## config.mk

```make
export PLATFORM = sky130hd
export DESIGN_NAME = lw_split_yield
export DESIGN_NICKNAME = d
export VERILOG_FILES = /design/src/rtl/lwsy_pkg.sv /design/src/rtl/lwsy_fsm.sv /design/src/rtl/lwsy_xfer.sv /design/src/rtl/lwsy_drive.sv /design/src/rtl/lw_split_yield.sv
export SDC_FILE = /design/constraint.sdc
export NUM_CORES = 1
export LEC_CHECK = 0
export BUFFER_PORTS_ARGS = -buffer_cell sky130_fd_sc_hd__clkbuf_2
export CAP_MARGIN = 0
export CORE_MARGIN = 1.5
export CORE_UTILIZATION = 50
export CTS_CLUSTER_SIZE = 40
export DETAILED_ROUTE_END_ITERATION = 10
export HOLD_SLACK_MARGIN = 0.15
export PLACE_DENSITY = 0.78
export SKIP_CTS_REPAIR_TIMING = 1
export SYNTH_ARGS = -nofsm -noshare
export SYNTH_HDL_FRONTEND = slang
export SYNTH_SLANG_ARGS = --single-unit
export TNS_END_PERCENT = 20
```

## constraint.sdc

```tcl
create_clock -name clk -period 3 [get_ports clk]
set_clock_uncertainty 0.2 [all_clocks]
set_input_delay 0.3 -clock clk [delete_from_list [all_inputs] [get_ports clk]]
set_output_delay 0.3 -clock clk [all_outputs]
set_load 0.05 [all_outputs]
```

## src/rtl/lwsy_pkg.sv

```systemverilog
package lwsy_pkg;

    typedef enum logic [2:0] {
        ST_IDLE  = 3'd0,
        ST_WORD  = 3'd1,
        ST_GAP   = 3'd2,
        ST_YIELD = 3'd3,
        ST_DONE  = 3'd4
    } lwsy_state_e;

endpackage

```

## src/rtl/lwsy_fsm.sv

```systemverilog
module lwsy_fsm
    import lwsy_pkg::*;
(
    input  logic        clk,
    input  logic        rst_n,
    input  logic        core_req,
    input  logic        ext_breq,
    input  logic        bus_ack,
    input  logic        words_left_zero,
    output lwsy_state_e state,
    output logic        load,
    output logic        word_done
);

    lwsy_state_e state_q;
    lwsy_state_e state_d;
    logic        open_q;

    // State register and open-access flag
    always_ff @(posedge clk or negedge rst_n) begin
        if (!rst_n) begin
            state_q <= ST_IDLE;
            open_q  <= 1'b0;
        end else begin
            state_q <= state_d;
            if (load)
                open_q <= 1'b1;
            else if (state_q == ST_DONE)
                open_q <= 1'b0;
        end
    end

    // Next-state logic
    always_comb begin
        state_d = state_q;
        unique case (state_q)
            ST_IDLE: begin
                if (ext_breq)
                    state_d = ST_YIELD;       // idle_yield
                else if (core_req)
                    state_d = ST_WORD;        // accept
            end
            ST_WORD: begin
                if (bus_ack)
                    state_d = ST_GAP;         // word_end
            end
            ST_GAP: begin
                if (ext_breq)
                    state_d = ST_YIELD;       // gap_yield
                else if (!words_left_zero)
                    state_d = ST_WORD;        // next_word
                else
                    state_d = ST_DONE;        // finish
            end
            ST_YIELD: begin
                if (!ext_breq) begin          // release
                    if (!open_q)
                        state_d = ST_IDLE;
                    else if (!words_left_zero)
                        state_d = ST_WORD;
                    else
                        state_d = ST_DONE;
                end
            end
            ST_DONE: state_d = ST_IDLE;       // retire
            default: state_d = ST_IDLE;
        endcase
    end

    always_comb begin
        state     = state_q;
        load      = (state_q == ST_IDLE) && !ext_breq && core_req;
        word_done = (state_q == ST_WORD) && bus_ack;
    end

endmodule

```

## src/rtl/lwsy_xfer.sv

```systemverilog
module lwsy_xfer #(
    parameter int ADDR_W = 24,
    parameter int CORE_W = 32,
    parameter int BUS_W  = 16
) (
    input  logic              clk,
    input  logic              rst_n,
    input  logic              load,
    input  logic              word_done,
    input  logic              core_we,
    input  logic              core_long,
    input  logic [ADDR_W-1:0] core_addr,
    input  logic [CORE_W-1:0] core_wdata,
    input  logic [BUS_W-1:0]  bus_rdata,
    output logic [ADDR_W-1:0] word_addr,
    output logic [BUS_W-1:0]  word_data,
    output logic              word_we,
    output logic [CORE_W-1:0] read_word,
    output logic              words_left_zero
);

    localparam int BEATS = CORE_W / BUS_W;
    localparam int CNT_W = $clog2(BEATS + 1);
    localparam int STEP  = BUS_W / 8;

    logic [ADDR_W-1:0] addr_q;
    logic [CORE_W-1:0] wbuf_q;
    logic [CORE_W-1:0] rbuf_q;
    logic [CNT_W-1:0]  left_q;
    logic              we_q;

    logic [CORE_W-1:0] short_img;
    logic [CORE_W-1:0] wbuf_shift;
    logic [CORE_W-1:0] rbuf_next;

    // Short writes place the single word where the first beat is taken from
    generate
        if (BEATS > 1) begin : g_multi
            assign short_img  = {core_wdata[BUS_W-1:0], {(CORE_W-BUS_W){1'b0}}};
            assign wbuf_shift = {wbuf_q[CORE_W-BUS_W-1:0], {BUS_W{1'b0}}};
            assign rbuf_next  = {rbuf_q[CORE_W-BUS_W-1:0], bus_rdata};
        end else begin : g_single
            assign short_img  = core_wdata;
            assign wbuf_shift = '0;
            assign rbuf_next  = bus_rdata;
        end
    endgenerate

    always_ff @(posedge clk or negedge rst_n) begin
        if (!rst_n) begin
            addr_q <= '0;
            wbuf_q <= '0;
            rbuf_q <= '0;
            left_q <= '0;
            we_q   <= 1'b0;
        end else if (load) begin
            addr_q <= core_addr;
            wbuf_q <= core_long ? core_wdata : short_img;
            rbuf_q <= '0;
            left_q <= core_long ? CNT_W'(BEATS) : CNT_W'(1);
            we_q   <= core_we;
        end else if (word_done) begin
            addr_q <= addr_q + ADDR_W'(STEP);
            wbuf_q <= wbuf_shift;
            rbuf_q <= rbuf_next;
            left_q <= left_q - CNT_W'(1);
        end
    end

    always_comb begin
        word_addr       = addr_q;
        word_data       = wbuf_q[CORE_W-1 -: BUS_W];
        word_we         = we_q;
        read_word       = rbuf_q;
        words_left_zero = (left_q == '0);
    end

endmodule

```

## src/rtl/lwsy_drive.sv

```systemverilog
module lwsy_drive
    import lwsy_pkg::*;
#(
    parameter int ADDR_W = 24,
    parameter int CORE_W = 32,
    parameter int BUS_W  = 16
) (
    input  lwsy_state_e       state,
    input  logic [ADDR_W-1:0] word_addr,
    input  logic [BUS_W-1:0]  word_data,
    input  logic              word_we,
    input  logic [CORE_W-1:0] read_word,
    output logic              bus_stb,
    output logic              bus_we,
    output logic [ADDR_W-1:0] bus_addr,
    output logic [BUS_W-1:0]  bus_wdata,
    output logic              ext_bgnt,
    output logic              core_ack,
    output logic [CORE_W-1:0] core_rdata
);

    // Output decode: bus lines only carry values inside a word cycle
    always_comb begin
        bus_stb    = 1'b0;
        bus_we     = 1'b0;
        bus_addr   = '0;
        bus_wdata  = '0;
        ext_bgnt   = 1'b0;
        core_ack   = 1'b0;
        core_rdata = '0;
        unique case (state)
            ST_WORD: begin
                bus_stb   = 1'b1;
                bus_we    = word_we;
                bus_addr  = word_addr;
                bus_wdata = word_we ? word_data : '0;
            end
            ST_YIELD: ext_bgnt = 1'b1;
            ST_DONE: begin
                core_ack   = 1'b1;
                core_rdata = read_word;
            end
            ST_IDLE, ST_GAP: ;
            default: ;
        endcase
    end

endmodule

```

## src/rtl/lw_split_yield.sv

```systemverilog
module lw_split_yield
    import lwsy_pkg::*;
#(
    parameter int ADDR_W = 24,
    parameter int CORE_W = 32,
    parameter int BUS_W  = 16
) (
    input  logic              clk,
    input  logic              rst_n,
    input  logic              core_req,
    input  logic              core_we,
    input  logic              core_long,
    input  logic [ADDR_W-1:0] core_addr,
    input  logic [CORE_W-1:0] core_wdata,
    output logic              core_ack,
    output logic [CORE_W-1:0] core_rdata,
    output logic              bus_stb,
    output logic              bus_we,
    output logic [ADDR_W-1:0] bus_addr,
    output logic [BUS_W-1:0]  bus_wdata,
    input  logic              bus_ack,
    input  logic [BUS_W-1:0]  bus_rdata,
    input  logic              ext_breq,
    output logic              ext_bgnt
);

    lwsy_state_e       state;
    logic              load;
    logic              word_done;
    logic              words_left_zero;
    logic [ADDR_W-1:0] word_addr;
    logic [BUS_W-1:0]  word_data;
    logic              word_we;
    logic [CORE_W-1:0] read_word;

    lwsy_fsm u_fsm (
        .clk             (clk),
        .rst_n           (rst_n),
        .core_req        (core_req),
        .ext_breq        (ext_breq),
        .bus_ack         (bus_ack),
        .words_left_zero (words_left_zero),
        .state           (state),
        .load            (load),
        .word_done       (word_done)
    );

    lwsy_xfer #(.ADDR_W(ADDR_W), .CORE_W(CORE_W), .BUS_W(BUS_W)) u_xfer (
        .clk             (clk),
        .rst_n           (rst_n),
        .load            (load),
        .word_done       (word_done),
        .core_we         (core_we),
        .core_long       (core_long),
        .core_addr       (core_addr),
        .core_wdata      (core_wdata),
        .bus_rdata       (bus_rdata),
        .word_addr       (word_addr),
        .word_data       (word_data),
        .word_we         (word_we),
        .read_word       (read_word),
        .words_left_zero (words_left_zero)
    );

    lwsy_drive #(.ADDR_W(ADDR_W), .CORE_W(CORE_W), .BUS_W(BUS_W)) u_drive (
        .state      (state),
        .word_addr  (word_addr),
        .word_data  (word_data),
        .word_we    (word_we),
        .read_word  (read_word),
        .bus_stb    (bus_stb),
        .bus_we     (bus_we),
        .bus_addr   (bus_addr),
        .bus_wdata  (bus_wdata),
        .ext_bgnt   (ext_bgnt),
        .core_ack   (core_ack),
        .core_rdata (core_rdata)
    );

endmodule

```

==> run metrics, run 1 <==
IO Pins roughly 160; Max Freq between 300 and 400 MHz; Die ar. 10500 µm²; sequential area share after synthesis 48.1%; endpoints failing hold 0; layout cell share with drive strength beyond 1 between 20 and 30%; Seq. cell area approximately 2400 µm²; Clock Path Buffers 2; final antenna-violating net count 0; Root Driver clkbuf_8; maximum VDD drop 0.436 mV; run status finished, final reports clean; Cell Rows 36; RSZ-0062 raised after global routing false; ant diodes 0; Pwr Total ~5600 µW; Synth Instances 532; number of global-route vias before repair 3985; ys flop type dfrtp_1; first-pass GRT wire length 20000 µm; Starting Density 51.0%; Avg WL per Cell 15.8 µm; Final Max Tran Viols 0; critical path type in2reg; worst hold slack 0.125 ns; initial antenna violation count 0; drt via density 5.46; cell taking the most area after synthesis dfrtp_1; global route total overflow 0; setup TNS 0 ns; Setup crit start kind primary input; port buffer count 154; multi-input combinational cell area 2340 µm²; WL final 13700 µm; max cap viols 0; H-tree depth 3; Least-Margin Pin Slew 0.777 ns; Mean Syn Cell Area 9.29 µm²; Max FO, Critical Path 18; GP Congestion approximately 0.85; DP HPWL ~8600 µm; EDFF count, synth 0; Pre-Repair DR Iteration Count 5; most frequent cells in the layout 153 x clkbuf_2, 97 x nand2_1, 95 x dfrtp_1; Static Leak 0.00343 µW; 1st-iter DRT viols approximately 430; fin crit period 2.61 ns; filler cell count in the final layout 737; crit end category flip-flop; Hold WC Path Type in2reg; CTS clock-pin slew for the worst setup and hold paths roughly 0.09 ns; CTS tree built; Synth area leaders dfrtp_1 48%, and2_1 7.6%, nand2_1 7.4%, nand3_1 4.2%, a221o_1 3.8%; FF+latch count, synth 95; Arrival @ worst endpoint roughly 2.7 ns; # nets final 816; commonest non-fill, non-tap cell in the layout clkbuf_2; share of the synthesized area in the top cell type 48.1%; P per Cell Area approximately 850 nW/µm²; chip height ~100 µm; Core Area 9680 µm²; Synth Cell Area 4940 µm²; number of remaining DRC errors 0; DR vias 4746; Post-synth ARST share 100%; largest net degree at the start of global routing 63; Clock Latency Late Sink 0.35 ns; CP Data Required Time 3.09 ns; Die Span X 102 µm; syn_nets 613; count of clock tree sinks 95; fin crit share 86.9%; # setup viols final 0; Area Overhead vs Synth 34.5%; Num CTS Buffers 9; synth warn 0; Rel. slew slack about half; count of cell types in the netlist 43; Overall Global Routing Usage approximately 24%
-- cell type report --
cell class	instances	share of cell area (%)
clock inverters	3	0.659
flip-flops and latches	95	35.8
well taps	133	2.50
inverters	8	0.452
clock buffers	10	2.07
multi-input cells	388	35.2
repair buffers	233	23.4
-- synthesized netlist by cell type, types with 3 or more instances --
master and number:
nand2_1 97, dfrtp_1 95, and2_1 60, nand3_1 41
nor2_1 32, and3_1 20, a221o_1 19, a22o_1 16
mux2i_1 16, o21ai_0 16, clkbuf_1 15, a21oi_1 10
buf_2 10, nand4_1 10, xor2_1 10, buf_1 8
inv_1 8, buf_6 5, a31oi_1 3, buf_4 3
nor3_1 3, nor3b_1 3, o311ai_0 3
-- state kept, by name (all words and copies together), names as in the netlist --
signal            cells
u_fsm.open_q          1
u_xfer.left_q         2
u_xfer.word_addr     24
u_xfer.read_word     32
u_xfer.word_we        1
u_xfer.wbuf_q        32
u_fsm.state           3
-- report_power, final --
| part | switching [µW] | internal, µW |
|---|---|---|
| combinational | 1610 | 851 |
| sequential | 510 | 1830 |
| clock | 424 | 397 |
| total | 2540 | 3080 |
-- final timing paths --
kind                                       from                    to  slack, ns  cells after the start
setup reg to reg                 u_fsm.state[0]      u_xfer.wbuf_q[0]       0.52                      4
setup / recovery                       ext_breq      u_xfer.wbuf_q[0]       0.39                      6
min in group asynchronous                 rst_n  u_xfer.read_word[23]       0.37                      2
hold reg to reg            u_xfer.read_word[11]  u_xfer.read_word[27]       0.29                      2
max in group asynchronous                 rst_n        u_fsm.state[1]       1.55                      3
hold / removal                   core_wdata[26]     u_xfer.wbuf_q[26]       0.12                      4
-- cells by family (layout without fill, tap and decap cells) --
group	count (synthesis)	in the layout	share of synthesized area (%)
buffers and inverters	49	254	4.96
AOI/OAI and AO/OA	81	81	12.4
xor gates and xnor gates	10	10	1.77
adders and majority gates	2	2	0.506
DFF	95	95	48.1
muxes	16	16	3.24
and+or+nand+nor	279	279	29.0
-- layer usage --
metal	share of wire, %	global-route usage [%]	vias up
met2	50	36.9	207
met4	1.7	7.38	0
met1	43	35.8	2272
met3	5.8	4.92	22
li1	-	-	2245
met5	0	0	-
-- through the flow --
step | instances | setup slack, ns | utilization [%] | instance area, µm²
final | 870 | 0.394 | 68.7 | 6650
after global routing | 870 | 0.285 | 68.7 | 6650
after CTS | 800 | 0.449 | 61.4 | 5950
after detailed placement | 787 | 0.536 | 59.5 | 5770
after global placement | 787 | 0.587 | 59.5 | 5770
after floorplan | 532 | 0.365 | - | 4940
-- critical path: stages --
cell and delay [ns]:
dlygate4sd3_1 0.54, clkbuf_2 0.14, or3_4 0.42, nor3b_4 0.34, and2_1 0.69, a22o_1 0.26
Note: power is estimated with default switching activity, not from simulation.
==> run 2, diff against run 1 <==
- CORE_MARGIN: 1.5 -> 2
- CORE_UTILIZATION: 50 -> 52
- PLACE_DENSITY: 0.78 -> 0.81
==> run metrics, run 2 (synthesized netlist as in run 1, its figures left out) <==
DP HPWL 8550 µm; H-tree depth 3; RSZ-0062 raised after global routing false; commonest non-fill, non-tap cell in the layout clkbuf_2; CP Data Required Time about 2.5 ns; GP Congestion about 0.83; fin crit period 2.61 ns; switching share of power 45.5%; count of clock tree sinks 95; layout cell share with drive strength beyond 1 a little over a quarter; Hold WC Path Type in2reg; Cell Area, Placed 5780 µm²; number of remaining DRC errors 0; number of global-route vias before repair 4129; # nets final 821; Starting Density around 54%; Avg WL per Cell 16.1 µm; fin crit share approximately 87%; initial antenna violation count 0; 1st-iter DRT viols 268; Max Freq between 300 and 400 MHz; chip height 102 µm; Static Leak 0.00346 µW; post-route cell area between 6000 and 7000 µm²; crit end category output port; Arrival @ worst endpoint about 2.1 ns; critical path type reg2out; IO Pins around 160; Core Area a little over 9000 µm²; max cap viols 0; maximum VDD drop 0.471 mV; Clock Latency Late Sink 0.36 ns; final antenna-violating net count 0; Setup crit start kind flip-flop; Clk pwr share 15.5%; Final Max Tran Viols 0; Pre-Repair DR Iteration Count 5; Die ar. just over 10000 µm²; final worst slack 0.389 ns; Root Driver clkbuf_8; global route total overflow 0; Die Span X 102 µm; Overall Global Routing Usage 24.5%; Reg power frac 41.2%; largest net degree at the start of global routing 63; P per Cell Area 850 nW/µm²; Post-Place Worst Slack 0.533 ns; Switch Pwr 2600 µW; Rel. slew slack between 50 and 60%; WHS Path Cells 4; Clock Path Buffers 2; CTS clock-pin slew for the worst setup and hold paths 0.10 ns; CTS tree built; first-pass GRT wire length 20000 µm; WL final ~14000 µm; Max FO, Critical Path 42; endpoints failing hold 0; filler cell count in the final layout 680; port buffer count 154; Area Overhead vs Synth 35.7%; Least-Margin Pin Slew 0.747 ns; DR vias 4826; FF-to-FF path depth 4; ant diodes 0; Cell Rows 35; drt via density ~5.5; most frequent cells in the layout 153 x clkbuf_2, 97 x nand2_1, 95 x dfrtp_1; internal power roughly 3100 µW; setup TNS 0 ns; run status finished, final reports clean; combinational fraction of design power approximately 43%; # setup viols final 0; Num CTS Buffers 9
[run 2: cell count changes in the layout (fill, tap and decap cells not counted)]
cell,change
buf_4,+3
dlygate4sd3_1,+2
clkbuf_1,+1
clkinv_2,-1
clkinv_4,+1
clkinvlp_4,+1
inv_6,+1
[run 2: worst max-delay path: stages (launching register included)]
cell      delay [ns]
dfrtp_1         0.56
nor3b_4         0.27
buf_4           0.37
and3_1          0.24
clkbuf_2        0.29
[run 2: path summary, 6_finish.rpt]
check                                       from                  end  slack, ns
worst min-delay path              core_wdata[19]    u_xfer.wbuf_q[19]        0.1
worst max-delay path              u_fsm.state[0]        bus_wdata[15]       0.39
worst min register to register  u_xfer.left_q[0]     u_xfer.left_q[0]       0.29
worst max register to register    u_fsm.state[0]    u_xfer.wbuf_q[15]       0.53
max in group asynchronous                  rst_n  u_xfer.word_addr[1]       1.58
min in group asynchronous                  rst_n    u_xfer.wbuf_q[28]       0.33
[run 2: metal layers]
layer	track usage (%)	routed length, µm	vias up
met5	0	0	-
met4	9.04	383	0
li1	-	-	2254
met2	38.1	7070	220
met3	4.42	862	38
met1	34.6	5760	2314
[run 2: cell type report]
cell class / count / area (µm²) / share of cell area (%)
Sequential cell: 95 / 2380 / 35.4
Clock inverter: 5 / 63.8 / 0.951
Multi-Input combinational cell: 388 / 2340 / 34.9
Tap cell: 129 / 161 / 2.41
Inverter: 8 / 30.0 / 0.448
Clock buffer: 11 / 141 / 2.11
Timing Repair Buffer: 238 / 1600 / 23.8
[run 2: power groups by stage]
| stage | Combinational, µW | Clock (µW) | Sequential (µW) |
|---|---|---|---|
| finish | 2470 | 883 | 2350 |
| global route | 2680 | 943 | 2420 |
| CTS | 2380 | 892 | 2320 |
| detailed placement | 2370 | 0 | 2330 |
| global placement | 2300 | 0 | 2310 |
| floorplan | 1930 | 0 | 2140 |
[run 2: through the flow]
| stage | power (µW) | utilization (%) | std cells | hold slack (ns) |
|---|---|---|---|---|
| after floorplan | 4070 | - | 532 | -0.196 |
| after global placement | 4610 | 62.6 | 786 | 0.207 |
| after detailed placement | 4700 | 62.6 | 786 | 0.207 |
| after CTS | 5590 | 64.8 | 802 | -0.188 |
| after global routing | 6040 | 72.6 | 874 | 0.153 |
| final | 5700 | 72.6 | 874 | 0.0986 |
==> run 3, diff against run 2 <==
- GPL_TIMING_DRIVEN: not set -> 0
==> run metrics, run 3 (synthesized netlist as in run 1, its figures left out) <==
DR vias 5104; Hold Path Sink u_xfer.wbuf_q[18]; FF-to-FF path depth 7; layout cell share with drive strength beyond 1 25.5%; most frequent cells in the layout 152 x clkbuf_2, 97 x nand2_1, 95 x dfrtp_1; highest routed metal layer met4; WL final 15800 µm; Core Area roughly 9000 µm²; first-pass GRT wire length 21500 µm; run status finished, final reports clean; Area Overhead vs Synth 37.9%; Cell Rows 35; Worst Hold Launch core_wdata[18]; port buffer count approximately 150; Avg WL per Cell 17.5 µm; post-route cell area 6820 µm²; Arrival @ worst endpoint between 2 and 2.5 ns; Post-Place Worst Slack between 0.3 and 0.4 ns; Num CTS Buffers 9; fin crit share 97.2%; setup TNS 0 ns; Final Core Density around 74%; global route total overflow 0; Die ar. 10300 µm²; commonest non-fill, non-tap cell in the layout clkbuf_2; 1st-iter DRT viols slightly below 400; maximum VDD drop 0.440 mV; count of clock tree sinks 95; Hold WC Path Type in2reg; Met1 Wirelength between 6000 and 7000 µm; Root Driver clkbuf_8; Clock Latency Late Sink between 0.3 and 0.4 ns; # setup viols final 0; Clock Path Buffers 2; Least-Margin Pin Slew 0.787 ns; P per Cell Area about 840 nW/µm²; chip height 102 µm; Overall Global Routing Usage 27.0%; CP Data Required Time 2.50 ns; non-filler cells, final ~900; largest net degree at the start of global routing 53; drt via density 5.65; Routed met2 length 7710 µm; Final Max Tran Viols 0; crit end category output port; endpoints failing hold 0; number of remaining DRC errors 0; RSZ-0062 raised after global routing true; initial antenna violation count 0; Pre-Repair DR Iteration Count 5; routed wl met3 1350 µm; fin crit period 2.92 ns; Static Leak 0.00351 µW; Max FO, Critical Path 10; # nets final 852; FF-to-FF setup slack 0.48 ns; GP Congestion approximately 0.90; reg2reg end u_xfer.word_addr[21]; number of global-route vias before repair 4413; CTS clock-pin slew for the worst setup and hold paths 0.10 ns; critical path type reg2out; CTS tree built; Max Freq 343 MHz; final worst slack about 0.084 ns; placed cells 815; Setup crit start kind flip-flop; Starting Density 53.5%; Cell Area, Placed 5900 µm²; worst r2r src u_fsm.state[1]; final antenna-violating net count 0; max cap viols 0; H-tree depth 3; DP HPWL 9960 µm; Die Span X 102 µm; ant diodes 0; WHS Path Cells 4; Rel. slew slack 47.2%; IO Pins 155
[run 3: final cells by class]
cell class                 instances  area (µm²)
fill                             649        2420
sequential                        95        2380
multi-input combinational        388        2330
timing repair buffer             228        1540
buffer                            41         215
tap                              129         161
clock buffer                       9         124
clock inverter                     6        46.3
inverter                           8        30.0
[run 3: power by group]
part / switching (µW) / total [µW] / leakage (µW) / internal, µW
logic: 1780 / 2690 / 0.00219 / 911
registers: 444 / 2280 / 0.00123 / 1830
clock network: 479 / 780 / 0.0000817 / 302
[run 3: worst max-delay path by stage]
stage,slack (ns),to,start,depth (start not counted)
2_1_floorplan,0.37,core_rdata[23],u_fsm.state[2],4
3_3_place_gp,0.29,u_xfer.read_word[24],rst_n,1
3_5_place_dp,0.35,core_rdata[16],u_fsm.state[2],5
4_1_cts,-0.05,core_rdata[16],u_fsm.state[2],5
5_1_grt,-0.02,bus_we,u_fsm.state[1],5
6_report,0.08,bus_we,u_fsm.state[1],5
[run 3: stage by stage]
| step | power [µW] | hold slack (ns) |
|---|---|---|
| global route | 6070 | 0.151 |
| CTS | 5580 | -0.213 |
| finish | 5740 | 0.0806 |
| detailed placement | 4820 | 0.184 |
| global placement | 4700 | 0.260 |
| floorplan | 4070 | -0.196 |
[run 3: worst max-delay path: stages, from the launching register on]
cell      delay, ns
dfrtp_1        0.39
clkbuf_1       0.22
nor3b_2        0.50
clkbuf_1       0.42
and2_1         0.23
clkbuf_2       0.29
[run 3: per-layer routing]
metal  up-vias  GRT usage (%)
met5         -              0
met4         0           8.84
met3        51           5.80
met2       318           43.3
met1      2420           36.8
li1       2315              -
